$ cat config.mk
export PLATFORM = sky130hd
export DESIGN_NAME = slow_tick_timer
export DESIGN_NICKNAME = d
export VERILOG_FILES = /design/src/rtl/rtt_pkg.sv /design/src/rtl/rtt_prescaler.sv /design/src/rtl/rtt_counter.sv /design/src/rtl/rtt_regs.sv /design/src/rtl/slow_tick_timer.sv
export SDC_FILE = /design/constraint.sdc
export NUM_CORES = 1
export LEC_CHECK = 0
export BUFFER_PORTS_ARGS = -buffer_cell sky130_fd_sc_hd__buf_2
export CORE_MARGIN = 3
export CORE_UTILIZATION = 45
export CTS_CLUSTER_DIAMETER = 200
export CTS_CLUSTER_SIZE = 25
export DETAILED_ROUTE_END_ITERATION = 16
export HOLD_SLACK_MARGIN = 0.1
export PLACE_DENSITY = 0.74
export SLEW_MARGIN = 20
export SYNTH_ARGS = -nofsm -noshare
export SYNTH_HDL_FRONTEND = slang
export SYNTH_SLANG_ARGS = --single-unit
$ cat constraint.sdc
create_clock -name clk -period 5.9 [get_ports clk]
set_clock_uncertainty 0.2 [all_clocks]
set_input_delay 0.295 -clock clk [delete_from_list [all_inputs] [get_ports clk]]
set_output_delay 0.295 -clock clk [all_outputs]
set_load 0.02 [all_outputs]
$ cat src/rtl/rtt_pkg.sv
// Package: shared register map and bit positions for the slow tick timer.
// Assumes a word-addressed register file with a 2-bit address.
package rtt_pkg;
    localparam int ADDR_W   = 2;
    localparam int IEN_BIT  = 17;
    localparam int RST_BIT  = 18;
    localparam int FLAG_BIT = 1;

    typedef enum logic [ADDR_W-1:0] {
        ADDR_MODE  = 2'd0,
        ADDR_STAT  = 2'd1,
        ADDR_COUNT = 2'd2
    } reg_addr_e;
endpackage

$ cat src/rtl/rtt_prescaler.sv
// Module: divides slow-edge strobes by the effective divisor and emits a
// one-cycle tick on the edge that completes each division run.
// Assumes pre_val changes only in a cycle where restart is high.
module rtt_prescaler #(
    parameter int PRE_W   = 16,
    parameter int MIN_DIV = 3
) (
    input  logic             clk,
    input  logic             rst_n,
    input  logic             slow_edge,
    input  logic             restart,
    input  logic [PRE_W-1:0] pre_val,
    output logic             tick
);
    localparam int DIV_W = PRE_W + 1;

    logic [DIV_W-1:0] eff_div;
    logic [DIV_W-1:0] div_cnt;
    logic             at_last;

    // Map the raw divisor field onto the effective divisor.
    generate
        if (MIN_DIV > 1) begin : g_clamp
            always_comb begin
                if (pre_val == '0)
                    eff_div = DIV_W'(1) << PRE_W;
                else if (pre_val < PRE_W'(MIN_DIV))
                    eff_div = DIV_W'(MIN_DIV);
                else
                    eff_div = {1'b0, pre_val};
            end
        end else begin : g_noclamp
            always_comb begin
                if (pre_val == '0)
                    eff_div = DIV_W'(1) << PRE_W;
                else
                    eff_div = {1'b0, pre_val};
            end
        end
    endgenerate

    assign at_last = (div_cnt == eff_div - DIV_W'(1));
    assign tick    = slow_edge && !restart && at_last;

    // Advance the divider on each slow edge, wrap at the last position.
    always_ff @(posedge clk) begin
        if (!rst_n)
            div_cnt <= '0;
        else if (restart)
            div_cnt <= '0;
        else if (slow_edge)
            div_cnt <= at_last ? '0 : div_cnt + DIV_W'(1);
    end

    // the divider position always stays below the effective divisor
    a_r2_div_in_range: assert property (@(posedge clk) disable iff (!rst_n)
        div_cnt < eff_div);

    // a tick only ever comes from a slow edge
    a_r2_tick_needs_edge: assert property (@(posedge clk) disable iff (!rst_n)
        tick |-> slow_edge);

    // without a slow edge or a restart the divider holds
    a_r2_div_holds: assert property (@(posedge clk) disable iff (!rst_n)
        (!slow_edge && !restart) |=> $stable(div_cnt));
endmodule

$ cat src/rtl/rtt_counter.sv
// Module: the tick counter; advances on each tick and clears on restart.
// Assumes tick is already suppressed in a restart cycle.
module rtt_counter #(
    parameter int CNT_W = 32
) (
    input  logic             clk,
    input  logic             rst_n,
    input  logic             restart,
    input  logic             tick,
    output logic [CNT_W-1:0] count
);
    // Count ticks, restart wins over any tick.
    always_ff @(posedge clk) begin
        if (!rst_n)
            count <= '0;
        else if (restart)
            count <= '0;
        else if (tick)
            count <= count + CNT_W'(1);
    end

    // a restart leaves the counter at zero
    a_r4_restart_zero: assert property (@(posedge clk) disable iff (!rst_n)
        restart |=> (count == '0));

    // each tick adds exactly one
    a_r2_count_step: assert property (@(posedge clk) disable iff (!rst_n)
        (tick && !restart) |=> (count == $past(count) + CNT_W'(1)));

    // no tick and no restart means no change
    a_r2_count_hold: assert property (@(posedge clk) disable iff (!rst_n)
        (!tick && !restart) |=> $stable(count));
endmodule

$ cat src/rtl/rtt_regs.sv
// Module: mode and status registers, restart gating, pending flag, read mux
// and interrupt output. Assumes bus_wr and bus_rd are never high together.
module rtt_regs
    import rtt_pkg::*;
#(
    parameter int PRE_W     = 16,
    parameter int CNT_W     = 32,
    parameter int DATA_W    = 32,
    parameter int PRE_RESET = 32768
) (
    input  logic              clk,
    input  logic              rst_n,
    input  logic              wr_en,
    input  logic              rd_en,
    input  logic [ADDR_W-1:0] addr,
    input  logic [DATA_W-1:0] wdata,
    input  logic              tick,
    input  logic [CNT_W-1:0]  count,
    output logic [DATA_W-1:0] rdata,
    output logic [PRE_W-1:0]  pre_val,
    output logic              restart,
    output logic              irq
);
    logic ien_q;
    logic flag_q;
    logic mode_wr;
    logic stat_rd;

    assign mode_wr = wr_en && (addr == ADDR_MODE);
    assign stat_rd = rd_en && (addr == ADDR_STAT);
    assign restart = mode_wr && wdata[RST_BIT] && !ien_q;
    assign irq     = flag_q && ien_q;

    // Store the enable on any mode write, the divisor only on an accepted restart.
    always_ff @(posedge clk) begin
        if (!rst_n) begin
            ien_q   <= 1'b0;
            pre_val <= PRE_W'(PRE_RESET);
        end else begin
            if (mode_wr)
                ien_q <= wdata[IEN_BIT];
            if (restart)
                pre_val <= wdata[PRE_W-1:0];
        end
    end

    // Pending flag: set by a tick, cleared by a status read, tick wins.
    always_ff @(posedge clk) begin
        if (!rst_n)
            flag_q <= 1'b0;
        else if (tick)
            flag_q <= 1'b1;
        else if (stat_rd)
            flag_q <= 1'b0;
    end

    // Read data selected by the word address.
    always_comb begin
        rdata = '0;
        case (addr)
            ADDR_MODE: begin
                rdata[PRE_W-1:0] = pre_val;
                rdata[IEN_BIT]   = ien_q;
            end
            ADDR_STAT:  rdata[FLAG_BIT]  = flag_q;
            ADDR_COUNT: rdata[CNT_W-1:0] = count;
            default:    rdata = '0;
        endcase
    end

    // a restart attempt with the enable set keeps the divisor
    a_r5_refused: assert property (@(posedge clk) disable iff (!rst_n)
        (mode_wr && wdata[RST_BIT] && ien_q) |=> $stable(pre_val));

    // a tick always leaves the flag set, even alongside a status read
    a_r8_tick_wins: assert property (@(posedge clk) disable iff (!rst_n)
        tick |=> flag_q);

    // a status read without a tick clears the flag
    a_r7_clear: assert property (@(posedge clk) disable iff (!rst_n)
        (stat_rd && !tick) |=> !flag_q);

    // the flag holds until a status read
    a_r6_sticky: assert property (@(posedge clk) disable iff (!rst_n)
        (flag_q && !stat_rd) |=> flag_q);
endmodule

$ cat src/rtl/slow_tick_timer.sv
// Module: top of the prescaled slow-clock tick timer. Joins the register
// block, the divider and the tick counter. Assumes one clock domain, with the
// slow clock presented as a one-cycle edge strobe.
module slow_tick_timer #(
    parameter int PRE_W     = 16,
    parameter int CNT_W     = 32,
    parameter int DATA_W    = 32,
    parameter int MIN_DIV   = 3,
    parameter int PRE_RESET = 32768
) (
    input  logic        clk,
    input  logic        rst_n,
    input  logic        slow_edge,
    input  logic        bus_wr,
    input  logic        bus_rd,
    input  logic [1:0]  bus_addr,
    input  logic [31:0] bus_wdata,
    output logic [31:0] bus_rdata,
    output logic        irq
);
    logic [PRE_W-1:0] pre_val;
    logic             restart;
    logic             tick;
    logic [CNT_W-1:0] count;

    rtt_regs #(
        .PRE_W(PRE_W), .CNT_W(CNT_W), .DATA_W(DATA_W), .PRE_RESET(PRE_RESET)
    ) u_regs (
        .clk(clk), .rst_n(rst_n), .wr_en(bus_wr), .rd_en(bus_rd),
        .addr(bus_addr), .wdata(bus_wdata), .tick(tick), .count(count),
        .rdata(bus_rdata), .pre_val(pre_val), .restart(restart), .irq(irq)
    );

    rtt_prescaler #(
        .PRE_W(PRE_W), .MIN_DIV(MIN_DIV)
    ) u_presc (
        .clk(clk), .rst_n(rst_n), .slow_edge(slow_edge), .restart(restart),
        .pre_val(pre_val), .tick(tick)
    );

    rtt_counter #(
        .CNT_W(CNT_W)
    ) u_count (
        .clk(clk), .rst_n(rst_n), .restart(restart), .tick(tick), .count(count)
    );
endmodule

==> results of run 1 <==
[power by group]
part	leakage [nW]	internal (mW)	switching [mW]	total (mW)
Combinational	1.26	0.0433	0.0598	0.103
Sequential	0.541	0.456	0.00974	0.466
Clock	0.0888	0.185	0.170	0.355
[layout make-up]
type / instances / area, µm²
Timing Repair Buffer: 80 / 503
Multi-Input combinational cell: 454 / 2960
Clock inverter: 1 / 7.51
Inverter: 4 / 15.0
Tap cell: 129 / 161
Clock buffer: 14 / 173
Fill cell: 862 / 4350
Sequential cell: 67 / 1340
[worst min-delay path, cell delays in order]
cell	delay, ns
buf_2	0.11
nand2_1	0.06
o21a_1	0.10
a22o_1	0.11
[metal layers]
layer | track usage | wire length (µm)
met1 | 0.280 | 5280
met4 | 0.0925 | 276
met5 | 0 | 0
met2 | 0.360 | 5710
met3 | 0.0322 | 671
[synth_stat cells, types with 15 or more instances]
cell	count	area [µm²]
nand2_1	83	312
dfxtp_1	67	1340
mux2i_1	48	480
nor3_1	44	220
clkbuf_1	32	120
nand2b_1	30	188
nor2_1	30	113
nand3_1	26	130
nand4_1	20	125
xnor2_1	19	166
and2_1	17	106
a21boi_0	15	113
xor2_1	15	131
[worst paths after layout]
path,endpoint
worst max-delay path,u_count.count[31]
worst min-delay path,u_regs.flag_q
worst max register to register,u_count.count[31]
worst min register to register,u_count.count[31]
[kinds of logic (layout without fill, tap and decap cells)]
family	Yosys count	after routing	share of synthesized area
AND/OR/NAND/NOR	316	316	0.384
multiplexers	48	48	0.107
flip-flops	67	67	0.298
buffers and inverters	48	99	0.0467
AO/OA/AOI/OAI	52	52	0.0858
adder cells (fa/ha/maj)	3	3	0.00833
XOR/XNOR	35	35	0.0711
[repair_timing]
| item | in CTS | in global routing |
|---|---|---|
| hold buffers | 18 | 0 |
| endpoints found under the hold margin | 17 | 0 |
| gates resized for setup | 0 | 0 |
[registers in the layout, summed over array words and instances, names as in the netlist]
| signal | flops |
|---|---|
| u_count.count | 32 |
| u_presc.div_cnt | 17 |
| u_regs.ien_q | 1 |
| u_regs.flag_q | 1 |
| u_regs.pre_val | 16 |
==> results by group, run 1 <==
Run status
  • Status: finished clean

Setup path
  • Maximum single-stage delay on the critical path: 0.98 ns
  • Reg2Reg Launch Point: u_regs.pre_val[8]
  • CP endpoint kind: flip-flop
  • Most frequent CP cell: nor3_1
  • R2R depth: 12
  • Delay-heaviest family, CP: simple AND/OR/NAND/NOR gates
  • Setup Crit Path Kind: reg -> reg
  • Crit path depth: 12
  • Worst-path maximum fanout: 25
  • R2r setup slk: 1.21 ns
  • CP max-delay cell: or4_2
  • Worst-path cell chain: or3_1, nor3_1, a41oi_1, ha_1, nor3b_2, xnor2_1, o31ai_4, nand3_1, or4_2, buf_4, nor3_1, mux2i_1
  • CP Data Required Time: 5.97 ns
  • Startpoint Class: flip-flop
  • Arrival time worst endpoint: 4.76 ns
  • Setup crit start: u_regs.pre_val[8]
  • WP buf/inv: 1

Clock network
  • TritonCTS Sinks: 67
  • Clock Path Buffers: 2
  • Clock-pin slew on the worst setup and hold paths: 0.07 ns
  • Cts bufs inserted: 9
  • Post-CTS setup buffer count: 0
  • H-tree levels: 3
  • Clock Latency Late Sink: 0.34 ns
  • CTS tree: built
  • Root buffer cell: clkbuf_8

Flow run
  • Max Cap Violations: 0

Routing
  • DRT antenna net count: 0
  • Drt first-iter violations: 309
  • DR vias: 4303
  • Avg Vias per Cell: 5.74
  • Avg WL per Cell: 15.9 µm
  • Final wirelength: 11900 µm
  • Drc violations: 0
  • Drt pass-1 iters: 5

Min path
  • WHS Path Cells: 4
  • Worst min-delay path category: in -> reg
  • HP Start: bus_rd

Final layout
  • Layout net count: 658
  • Final core occ: 0.543
  • Share of cells above drive strength 1: 0.152
  • Most frequent cells in the layout: nand2_1 (83), dfxtp_1 (67), buf_2 (57)
  • Diodes inserted: 0
  • Commonest non-fill, non-tap cell in the layout: nand2_1
  • Syn-to-layout area delta: 14.5%
  • Final instance area: 5160 µm²
  • Non-filler cells, final: 749

Timing
  • Final hold vios: 0
  • Count of pins over their slew limit: 0
  • Final worst setup slack: 1.21 ns
  • Count of final setup violators: 0
  • Unrepaired setup endpoints after global routing: false
  • Fin crit share: 0.794
  • Setup Total Neg Slack: 0 ns
  • Maximum clock frequency: 0.213 GHz
  • Normalized max-slew margin: 0.304
  • Tmin final: 4.69 ns
  • Worst slew pin tran: 1.04 ns
  • WHS: 0.164 ns

GRT
  • Global-route wire length before repair: 20100 µm
  • Largest net degree at the start of global routing: 62
  • GRT Total Usage: 0.217
  • Grt total ovfl: 0
  • Initial antenna violation count: 0
  • Vias in the first global route: 4185

Yosys
  • Number of flops mapped to enable cells by yosys: 0
  • Netlist cell types: 54
  • Seq/Total Area, Yosys: 0.298
  • Warnings from Yosys: 0
  • Avg Inst Size Synth: 7.92 µm²
  • Yosys reg bits: 67
  • Post-Syn Instances: 569
  • Post-synthesis async set-or-reset flop share: 0
  • Predominant post-synthesis flop cell: dfxtp_1
  • Mapped cell area: 4510 µm²
  • Syn Nets: 611

Power
  • Peak supply drop: 0.121 mV
  • PD cells: 179 nW/µm²
  • Tot Pwr: 924 µW
  • LEAKAGE: 1.89 nW

Floorplanning
  • Die area: 11200 µm²
  • Starting Density: 0.474
  • Core outline area: 9500 µm²
  • Chip width: 106 µm
  • Row Count: 35
  • Ports: 72
  • Overall die height: 106 µm

Placed design
  • Pre-CTS worst setup slack: 1.17 ns
  • Port Buffers: 57
  • Final RePlAce weighted congestion: 0.898
  • DP Wirelength: 8170 µm
  • Placed Area: 4800 µm²
  • Cells after DPL: 716
Power figures use the tool's default switching activity.
==> run 2, diff against run 1 <==
Settings changed: ABC_AREA set to 1, PLACE_DENSITY 0.74 to 0.76.
Clock period 5.9 ns to 3.8 ns, I/O delays scaled along.
==> run 2 against run 1 <==
  * Non-clock buffer count is 17 higher
  * Sequential share of layout area is 2.1 points lower
  * Synthesized area is 5.8% higher
  * Combinational power up 140%
  * Worst setup slack worse by 0.81 ns
  * Critical path type unchanged
  * Largest power group unchanged
==> results by group, run 2 <==
Yosys
  • Netlist cell types: 35 (was 54)
  • Seq/Total Area, Yosys: 0.281 (was 0.298)
  • Post-synthesis async set-or-reset flop share: 0 (unchanged)
  • Synth cell count leaders: nand2_1 (167), inv_1 (80), dfxtp_1 (67), a21oi_1 (66), nor2_1 (65) (was nand2_1 (83), dfxtp_1 (67), mux2i_1 (48), nor3_1 (44), clkbuf_1 (32))
  • Avg Inst Size Synth: 6.58 µm² (was 7.92 µm²)
  • Syn Nets: 766 (was 611)
  • Synth area leaders: dfxtp_1 (28%), nand2_1 (13%), xor2_1 (9.6%), a21oi_1 (6.9%), inv_1 (6.3%) (was dfxtp_1 (30%), mux2i_1 (11%), nand2_1 (6.9%), nor3_1 (4.9%), nand2b_1 (4.2%))
  • Yosys reg bits: 67 (unchanged)
  • Predominant post-synthesis flop cell: dfxtp_1 (unchanged)
  • Synth area leader: dfxtp_1 (unchanged)
  • Most common cell in the netlist: nand2_1 (unchanged)
  • Mapped cell area: 4770 µm² (was 4510 µm²)
  • Number of flops mapped to enable cells by yosys: 0 (unchanged)
  • Post-Syn Instances: 724 (was 569)
  • Top-area cell type share of the netlist area: 0.281 (was 0.298)
  • Warnings from Yosys: 0 (unchanged)

Setup path
  • WP buf/inv: 2 (was 1)
  • Worst-path cell chain: nor2_2, nand2_2, nor2_4, nand2_1, nand2_1, nand2_1, ha_1, nand2_4, inv_1, nand2_1, o21bai_1, nand2_1, nand2_1, nor2_1, nand2_1, nor2_8, buf_4, nand2_4, nand3_1, a21oi_1 (was or3_1, nor3_1, a41oi_1, ha_1, nor3b_2, xnor2_1, o31ai_4, nand3_1, or4_2, buf_4, nor3_1, mux2i_1)
  • Maximum single-stage delay on the critical path: 0.38 ns (was 0.98 ns)
  • Startpoint Class: flip-flop (unchanged)
  • Worst-path maximum fanout: 33 (was 25)
  • CP endpoint kind: flip-flop (unchanged)
  • Delay-heaviest family, CP: simple AND/OR/NAND/NOR gates (unchanged)
  • R2r setup slk: 0.41 ns (was 1.21 ns)
  • CP max-delay cell: dfxtp_1 (was or4_2)
  • Setup Crit Path Kind: reg -> reg (unchanged)
  • CP Data Required Time: 3.80 ns (was 5.97 ns)
  • Most frequent CP cell: nand2_1 (was nor3_1)
  • Arrival time worst endpoint: 3.40 ns (was 4.76 ns)

Floorplanning
  • Core outline area: 10000 µm² (was 9500 µm²)
  • Ports: 72 (unchanged)
  • Starting Density: 0.474 (about the same)
  • Die area: 11900 µm² (was 11200 µm²)
  • Row Count: 36 (was 35)
  • Overall die height: 109 µm (was 106 µm)
  • Chip width: 109 µm (was 106 µm)

Power
  • Tot Pwr: 1.61 mW (was 924 µW)
  • Peak supply drop: 0.179 mV (was 0.121 mV)
  • PD cells: 286 nW/µm² (was 179 nW/µm²)
  • LEAKAGE: 2.32 nW (was 1.89 nW)

Routing
  • Avg Vias per Cell: 5.22 (was 5.74)
  • DRT antenna net count: 0 (unchanged)
  • Final wirelength: 12700 µm (was 11900 µm)
  • Drt first-iter violations: 360 (was 309)
  • DR vias: 4888 (was 4303)
  • Drt pass-1 iters: 6 (was 5)
  • Drc violations: 0 (unchanged)
  • Avg WL per Cell: 13.6 µm (was 15.9 µm)

Clock network
  • Clock Latency Late Sink: 0.35 ns (was 0.34 ns)
  • Clock Path Buffers: 2 (unchanged)
  • Clock-pin slew on the worst setup and hold paths: 0.07 ns (about the same)
  • CTS tree: built (unchanged)
  • Root buffer cell: clkbuf_8 (unchanged)
  • Post_cts resized: 0 (unchanged)
  • H-tree levels: 3 (unchanged)
  • TritonCTS Sinks: 67 (unchanged)
  • Cts bufs inserted: 9 (unchanged)
  • Post-CTS setup buffer count: 0 (unchanged)

Timing
  • Maximum clock frequency: 0.295 GHz (was 0.213 GHz)
  • Setup Total Neg Slack: 0 ns (unchanged)
  • Fin crit share: 0.893 (was 0.794)
  • Worst slew pin tran: 0.796 ns (was 1.04 ns)
  • Unrepaired setup endpoints after global routing: false (unchanged)
  • Count of pins over their slew limit: 0 (unchanged)
  • Count of final setup violators: 0 (unchanged)
  • Tmin final: 3.39 ns (was 4.69 ns)
  • Normalized max-slew margin: 0.469 (was 0.304)
  • Final hold vios: 0 (unchanged)

Placed design
  • Cells after DPL: 886 (was 716)
  • Final RePlAce weighted congestion: 0.921 (was 0.898)
  • Port Buffers: 57 (unchanged)
  • Placed Area: 5050 µm² (was 4800 µm²)
  • DP Wirelength: 8980 µm (was 8170 µm)

Run status
  • Status: finished clean (unchanged)

Final layout
  • Share of cells above drive strength 1: 0.127 (was 0.152)
  • Syn-to-layout area delta: 17.9% (was 14.5%)
  • Top Registers: u_count.count x32, u_presc.div_cnt x17, u_regs.pre_val x16 (unchanged)
  • Most frequent cells in the layout: nand2_1 (167), inv_1 (80), dfxtp_1 (67) (was nand2_1 (83), dfxtp_1 (67), buf_2 (57))
  • Final instance area: 5620 µm² (was 5160 µm²)
  • Layout net count: 841 (was 658)
  • Most flops, register: u_count.count (unchanged)
  • Commonest non-fill, non-tap cell in the layout: nand2_1 (unchanged)
  • Non-filler cells, final: 936 (was 749)
  • Final core occ: 0.559 (was 0.543)
  • FILL cells: 978 (was 862)
  • Register area: 1340 µm² (unchanged)
  • Largest register FFs: 32 (unchanged)
  • Diodes inserted: 0 (unchanged)
  • Area of the multi-input gates: 2900 µm² (was 2960 µm²)

Min path
  • Worst min-delay path category: in -> reg (unchanged)

GRT
  • Vias in the first global route: 4492 (was 4185)
  • Global-route wire length before repair: 21600 µm (was 20100 µm)
  • GRT Total Usage: 0.229 (was 0.217)
  • Largest net degree at the start of global routing: 50 (was 62)
  • Initial antenna violation count: 0 (unchanged)
  • Grt total ovfl: 0 (unchanged)

Flow run
  • Max Cap Violations: 0 (unchanged)
## run 2: area by class of cell
class                           count  area share
Clock buffer                       14      0.0325
Multi-Input combinational cell    539       0.517
Inverter                           85      0.0568
Clock inverter                      1     0.00535
Tap cell                          133      0.0296
Sequential cell                    67       0.239
Timing Repair Buffer               97       0.120
## run 2: worst paths after layout
kind	start	endpoint	depth (start not counted)
setup / recovery	u_regs.pre_val[8]	u_presc.div_cnt[5]	20
hold / removal	bus_rd	u_regs.flag_q	5
setup reg to reg	u_regs.pre_val[8]	u_presc.div_cnt[5]	20
hold reg to reg	u_count.count[31]	u_count.count[31]	2
## run 2: logic make-up after synthesis
group,after synthesis,synth area share
compound gates,100,0.108
xor+xnor,63,0.124
fa+ha+maj,3,0.00788
buf+inv,118,0.110
flops,67,0.281
simple gates,373,0.369
## run 2: what timing repair did
action | CTS | global route
hold endpoints to repair | 35 | 0
endpoints found under the setup margin | 0 | 0
hold buffers | 35 | 0
## run 2: report_power, final
group / leakage, nW / switching [mW] / internal [mW]
sequential: 0.541 / 0.0114 / 0.710
combinational: 1.67 / 0.149 / 0.0959
clock: 0.109 / 0.269 / 0.372
## run 2: worst min-delay path: stages
cell	delay, ns
buf_2	0.08
nor3b_1	0.18
o21ai_1	0.10
nand2_1	0.06
inv_1	0.03
## run 2: metrics by stage
step / setup WS, ns / hold WS (ns)
global placement: 0.534 / 0.211
global route: 0.151 / 0.179
finish: 0.406 / 0.132
CTS: 0.486 / 0.125
detailed placement: 0.513 / 0.213
floorplan: 1.07 / 0.116
## run 2: per-layer routing
metal,wire length (µm),global-route usage,part of all wire
met1,5590,0.292,0.44
met2,6150,0.390,0.48
met3,749,0.0349,0.059
met4,217,0.0821,0.017
met5,0,0,0
